==> src/rtl/i2c_mode_pkg.sv <==
package i2c_mode_pkg;
  localparam int STAT_W  = 8;
  localparam int LRB_POS = 0;
  localparam int GC_POS  = 1;
  localparam int AAS_POS = 2;
  localparam int AL_POS  = 3;
  localparam int IRQ_POS = 4;
  localparam int BB_POS  = 5;
  localparam int TRX_POS = 6;
  localparam int MST_POS = 7;

  typedef struct packed {
    logic setBusy;
    logic clrBusy;
    logic clrMaster;
    logic loadMode;
    logic loadLrb;
    logic raiseIrq;
    logic releaseIrq;
    logic setAl;
    logic clrAl;
    logic clrMatch;
    logic setAas;
    logic setGc;
    logic issueStart;
    logic blockStart;
  } ctrlStrobes_t;
endpackage

==> src/rtl/i2c_mode_ctrl.sv <==
module i2c_mode_ctrl
  import i2c_mode_pkg::*;
(
  input  logic              clk,
  input  logic              rstN,
  input  logic              evStart,
  input  logic              evStop,
  input  logic              evByteDone,
  input  logic              evArbLost,
  input  logic              evAddrMatch,
  input  logic              evGenCall,
  input  logic              swWrEn,
  input  logic [STAT_W-1:0] swWrData,
  input  logic              startReq,
  input  logic              masterQ,
  input  logic              busyQ,
  input  logic              alQ,
  output ctrlStrobes_t      strobes
);
  logic startGrant;
  logic startRefuse;
  logic alActive;

  // a request only counts in master mode; busy bus means another master won
  assign startGrant  = startReq & masterQ & ~busyQ;
  assign startRefuse = startReq & masterQ & busyQ;
  assign alActive    = alQ | evArbLost;

  always_comb begin
    strobes            = '0;
    strobes.setBusy    = evStart;
    strobes.clrBusy    = evStop;
    strobes.clrMaster  = evStop | (evByteDone & alActive) | startRefuse;
    strobes.loadMode   = swWrEn;
    strobes.loadLrb    = evByteDone;
    strobes.raiseIrq   = evByteDone;
    strobes.releaseIrq = swWrEn & swWrData[IRQ_POS];
    strobes.setAl      = evArbLost;
    strobes.clrAl      = startGrant;
    strobes.clrMatch   = evStart | evStop;
    strobes.setAas     = evAddrMatch;
    strobes.setGc      = evGenCall;
    strobes.issueStart = startGrant;
    strobes.blockStart = startRefuse;
  end

  AST_START_SETS_BUSY: assert property (@(posedge clk) disable iff (!rstN)
    evStart && !evStop |=> busyQ);

  AST_STOP_DROPS_MASTER: assert property (@(posedge clk) disable iff (!rstN)
    evStop |=> !busyQ && !masterQ);

  AST_LOST_BYTE_DROPS_MASTER: assert property (@(posedge clk) disable iff (!rstN)
    evByteDone && alQ |=> !masterQ);

  AST_GUARD_DROPS_MASTER: assert property (@(posedge clk) disable iff (!rstN)
    startReq && masterQ && busyQ |=> !masterQ);
endmodule

==> src/rtl/i2c_mode_dpath.sv <==
module i2c_mode_dpath
  import i2c_mode_pkg::*;
(
  input  logic              clk,
  input  logic              rstN,
  input  ctrlStrobes_t      strobes,
  input  logic [STAT_W-1:0] swWrData,
  input  logic              rxBit,
  output logic [STAT_W-1:0] statusWord,
  output logic              masterQ,
  output logic              busyQ,
  output logic              alQ,
  output logic              genStart,
  output logic              startBlocked
);
  logic trxQ;
  logic lrbQ;
  logic irqNQ;
  logic aasQ;
  logic gcQ;

  always_ff @(posedge clk) begin
    if (!rstN) begin
      masterQ      <= 1'b0;
      trxQ         <= 1'b0;
      busyQ        <= 1'b0;
      lrbQ         <= 1'b0;
      irqNQ        <= 1'b0;
      alQ          <= 1'b0;
      aasQ         <= 1'b0;
      gcQ          <= 1'b0;
      genStart     <= 1'b0;
      startBlocked <= 1'b0;
    end else begin
      if (strobes.clrBusy)       busyQ <= 1'b0;
      else if (strobes.setBusy)  busyQ <= 1'b1;

      if (strobes.clrMaster)     masterQ <= 1'b0;
      else if (strobes.loadMode) masterQ <= swWrData[MST_POS];

      if (strobes.loadMode)      trxQ <= swWrData[TRX_POS];
      if (strobes.loadLrb)       lrbQ <= rxBit;

      if (strobes.raiseIrq)        irqNQ <= 1'b0;
      else if (strobes.releaseIrq) irqNQ <= 1'b1;

      if (strobes.setAl)         alQ <= 1'b1;
      else if (strobes.clrAl)    alQ <= 1'b0;

      if (strobes.setAas)        aasQ <= 1'b1;
      else if (strobes.clrMatch) aasQ <= 1'b0;

      if (strobes.setGc)         gcQ <= 1'b1;
      else if (strobes.clrMatch) gcQ <= 1'b0;

      genStart     <= strobes.issueStart;
      startBlocked <= strobes.blockStart;
    end
  end

  always_comb begin
    statusWord          = '0;
    statusWord[LRB_POS] = lrbQ;
    statusWord[GC_POS]  = gcQ;
    statusWord[AAS_POS] = aasQ;
    statusWord[AL_POS]  = alQ;
    statusWord[IRQ_POS] = irqNQ;
    statusWord[BB_POS]  = busyQ;
    statusWord[TRX_POS] = trxQ;
    statusWord[MST_POS] = masterQ;
  end

  AST_BYTE_RAISES_IRQ: assert property (@(posedge clk) disable iff (!rstN)
    strobes.raiseIrq |=> !statusWord[IRQ_POS]);

  AST_PULSES_EXCLUSIVE: assert property (@(posedge clk) disable iff (!rstN)
    $onehot0({genStart, startBlocked}));

  AST_START_ON_FREE_BUS: assert property (@(posedge clk) disable iff (!rstN)
    genStart |-> $past(masterQ) && !$past(busyQ));

  AST_AL_SET_STICKS: assert property (@(posedge clk) disable iff (!rstN)
    strobes.setAl |=> statusWord[AL_POS]);
endmodule

==> src/rtl/i2c_mode_status.sv <==
module i2c_mode_status
  import i2c_mode_pkg::*;
(
  input  logic              clk,
  input  logic              rstN,
  input  logic              evStart,
  input  logic              evStop,
  input  logic              evByteDone,
  input  logic              rxBit,
  input  logic              evArbLost,
  input  logic              evAddrMatch,
  input  logic              evGenCall,
  input  logic              swWrEn,
  input  logic [STAT_W-1:0] swWrData,
  input  logic              startReq,
  output logic [STAT_W-1:0] statusWord,
  output logic              genStart,
  output logic              startBlocked
);
  ctrlStrobes_t strobes;
  logic masterQ;
  logic busyQ;
  logic alQ;

  i2c_mode_ctrl u_ctrl (
    .clk         (clk),
    .rstN        (rstN),
    .evStart     (evStart),
    .evStop      (evStop),
    .evByteDone  (evByteDone),
    .evArbLost   (evArbLost),
    .evAddrMatch (evAddrMatch),
    .evGenCall   (evGenCall),
    .swWrEn      (swWrEn),
    .swWrData    (swWrData),
    .startReq    (startReq),
    .masterQ     (masterQ),
    .busyQ       (busyQ),
    .alQ         (alQ),
    .strobes     (strobes)
  );

  i2c_mode_dpath u_dpath (
    .clk          (clk),
    .rstN         (rstN),
    .strobes      (strobes),
    .swWrData     (swWrData),
    .rxBit        (rxBit),
    .statusWord   (statusWord),
    .masterQ      (masterQ),
    .busyQ        (busyQ),
    .alQ          (alQ),
    .genStart     (genStart),
    .startBlocked (startBlocked)
  );
endmodule

==> config.mk <==
export PLATFORM = sky130hd
export DESIGN_NAME = i2c_mode_status
export DESIGN_NICKNAME = d
export VERILOG_FILES = /design/src/rtl/i2c_mode_pkg.sv /design/src/rtl/i2c_mode_ctrl.sv /design/src/rtl/i2c_mode_dpath.sv /design/src/rtl/i2c_mode_status.sv
export SDC_FILE = /design/constraint.sdc
export NUM_CORES = 1
export LEC_CHECK = 0
export ABC_CLOCK_PERIOD_IN_PS = 1100
export BUFFER_PORTS_ARGS = -buffer_cell sky130_fd_sc_hd__buf_2
export CAP_MARGIN = 10
export CORE_ASPECT_RATIO = 1.4
export CORE_MARGIN = 2
export CORE_UTILIZATION = 26
export DETAILED_ROUTE_END_ITERATION = 12
export PLACE_DENSITY = 0.64
export SLEW_MARGIN = 15
export SYNTH_ARGS = -nofsm -noshare
export SYNTH_HDL_FRONTEND = slang
export SYNTH_HIERARCHICAL = 1
export SYNTH_SLANG_ARGS = --single-unit
==> constraint.sdc <==
create_clock -name clk -period 1.1 [get_ports clk]
set_input_delay 0.055 -clock clk [delete_from_list [all_inputs] [get_ports clk]]
set_output_delay 0.055 -clock clk [all_outputs]
set_load 0.005 [all_outputs]
==> impl_metrics.py <==
metrics = {
    "synth": {
        "yosysSeqAreaShare": 0.382,
        "synth.mux.area_fraction": 0.0573,
        "synth_cells": 54,
        "synth_cell_types": 14,
        "synth_compound_area_frac": 0.0525,
        "syn_avg_cell_area_um2": 9.71,
        "synthesis.area_um2": 524,
        "postSynthNetCount": 73,
        "yosys.area_share.simple": 0.236,
        "synthAdderAreaFrac": 0,
        "ys_ff_latch": 10,
        "synth_top_family_by_area": "buffers and inverters",
        "synth_xor_area_frac": 0,
        "yosysWarnings": 6,
    },
    "final_layout": {
        "final_layout_size_suffix_gt1_frac": 0.485,
        "diodes": 0,
        "finalNonFillerCells": 89,
        "multi_input_area_um2": 181,
        "regArea_um2": 200,
        "syn_to_final_growth_pct": 17.2,
        "fill_cells": 207,
        "fin_nets": 88,
    },
    "sta": {
        "slew_headroom": 0.877,
        "tightest_slew_ns": 0.180,
        "fin_crit_sh": 0.960,
        "hold_viol": 0,
        "tns_ns": 0,
        "clock-skew-final_ns": 0.00387,
        "fmax_mhz": 947,
        "setup_violations": 0,
        "period_minus_slack_ns": 1.06,
        "maxSlewViolCount": 0,
        "rsz0062_at_grt": "no",
        "holdWs_ns": 0.0107,
    },
    "routing": {
        "drt_iter0_markers": 2,
        "routedWlPerCell_um": 9.55,
        "vias": 344,
        "via_per_inst": 3.87,
        "final_antenna_net_count": 0,
        "dr.pass1.iters": 2,
        "drc": 0,
        "routed_wl_um": 850,
    },
    "clocking": {
        "cts_sinks": 10,
        "cts_buffers": 3,
        "cts_setup_buffers": 0,
        "cts.htree.levels": 1,
        "path_clk_slew_ns": 0.07,
        "cts_root_buffer": "clkbuf_4",
        "clk_latency_ns": 0.27,
        "cts_max_path_buffers": 2,
        "tritoncts": "done",
    },
    "grt": {
        "grt_pass1_vias": 369,
        "grt_max_degree": 11,
        "grt_pass1_wl_mm": 1.50,
        "grt_remaining_overflow": 0,
        "grt_use_total": 0.0847,
        "antenna_found_initial": 0,
    },
    "floorplanning": {
        "die_area_um2": 2400,
        "initial_core_util": 0.272,
        "die_w_um": 42.0,
        "design.core.area_um2": 1930,
        "rows": 19,
        "io_pins": 29,
        "die_h_um": 57.1,
    },
    "power": {
        "vdd.ir_drop.worst_v": 0.000746,
        "p_per_area_nw_per_um2": 1330,
        "power_uw": 817,
        "p_leak_uw": 0.000302,
    },
    "worst_setup_path": {
        "cp.required_ns": 1.30,
        "end_kind": "flop",
        "slowest_delay_ns": 0.36,
        "critPathKind": "reg2reg",
        "startpoint_type": "flop",
        "crit_arrival_ns": 1.25,
        "path_max_fanout": 2,
        "crit_chain": "and3_4, or3b_1, nor3b_2",
        "cpMaxStageDelayCell": "or3b_1",
    },
    "outcome": {
        "outcome": "complete, no violations",
    },
    "placement": {
        "portBuffers": 23,
        "dp_cells": 81,
        "gp_congestion": 0.642,
    },
    "hold_path": {
        "holdCritPathClass": "in2reg",
    },
    "run": {
        "drv_cap": 0,
    },
}
## metal layers
metal	wire length, µm	share of wire	global-route usage
met2	376	0.44	0.118
met3	107	0.13	0.0475
met1	345	0.41	0.0923
met5	0	0	0
met4	21	0.025	0.0691
## cells by family (layout without fill, tap and decap cells)
logic type,after synthesis,count (layout)
flops,10,10
buf+inv,19,33
mux,3,3
simple gates,18,18
compound gates,4,4
## power by group
part | switching [µW] | internal, µW
registers | 7.21 | 378
logic | 37.7 | 62.1
clock network | 131 | 201
total | 176 | 641
## worst paths after layout
path / depth (start not counted) / from / slack [ns] / endpoint
worst max-delay path: 3 / u_dpath/busyQ / 0.04 / u_dpath/masterQ
worst min-delay path: 2 / evArbLost / 0.01 / u_dpath/alQ
worst max register to register: 3 / u_dpath/busyQ / 0.04 / u_dpath/masterQ
worst min register to register: 2 / u_dpath/trxQ / 0.52 / u_dpath/trxQ
## synth_stat cells (all sizes together)
library cell | count | area [µm²]
buf | 19 | 143
dfxtp | 10 | 200
nor2b | 5 | 31.3
and2 | 3 | 18.8
mux2i | 3 | 30.0
nor2 | 3 | 11.3
nor3b | 3 | 32.5
o21a | 3 | 22.5
and3 | 1 | 11.3
nand2 | 1 | 3.75
o21ai | 1 | 5.00
or2 | 1 | 6.26
or3b | 1 | 8.76
## placed cells by master, fill, tap and decap left out
cell / instances
and2_1: 3
and3_4: 1
buf_2: 23
buf_4: 2
clkbuf_4: 3
clkbuf_8: 1
dfxtp_1: 10
dlygate4sd3_1: 4
mux2i_1: 3
nand2_1: 1
nor2_1: 3
nor2b_1: 5
nor3b_1: 1
nor3b_2: 2
o21a_1: 3
o21ai_1: 1
or2_2: 1
or3b_1: 1
## sequential cells by signal, indices dropped and copies added, names as in the netlist
register	count
u_dpath/trxQ	1
u_dpath/alQ	1
u_dpath/lrbQ	1
u_dpath/aasQ	1
u_dpath/masterQ	1
u_dpath/genStart	1
u_dpath/startBlocked	1
u_dpath/gcQ	1
u_dpath/busyQ	1
u_dpath/irqNQ	1
## per-stage QoR
| stage | instance area, µm² | util | setup slack [ns] |
|---|---|---|---|
| finish | 614 | 0.319 | 0.0444 |
| global route | 614 | 0.319 | 0.00138 |
| CTS | 614 | 0.319 | 0.0123 |
| detailed placement | 538 | 0.279 | 0.0249 |
| global placement | 538 | 0.279 | 0.0523 |
| floorplan | 524 | - | 0.0397 |
## cell type report
| type | count | area share |
|---|---|---|
| flip-flops and latches | 10 | 0.326 |
| clock buffers | 4 | 0.0591 |
| well taps | 21 | 0.0428 |
| multi-input cells | 25 | 0.295 |
| repair buffers | 29 | 0.277 |
## critical path, delay by kind of cell, from the launching register on
kind	cells	cell delay [ns]
AND/OR/NAND/NOR	3	0.68
flip-flops	1	0.31
## timing repair
action | CTS | global route
endpoints found under the hold margin | 4 | 0
resized for setup | 0 | 1
hold buffers | 4 | 0
endpoints found under the setup margin | 0 | 1
(Power assumes the default switching activity.)
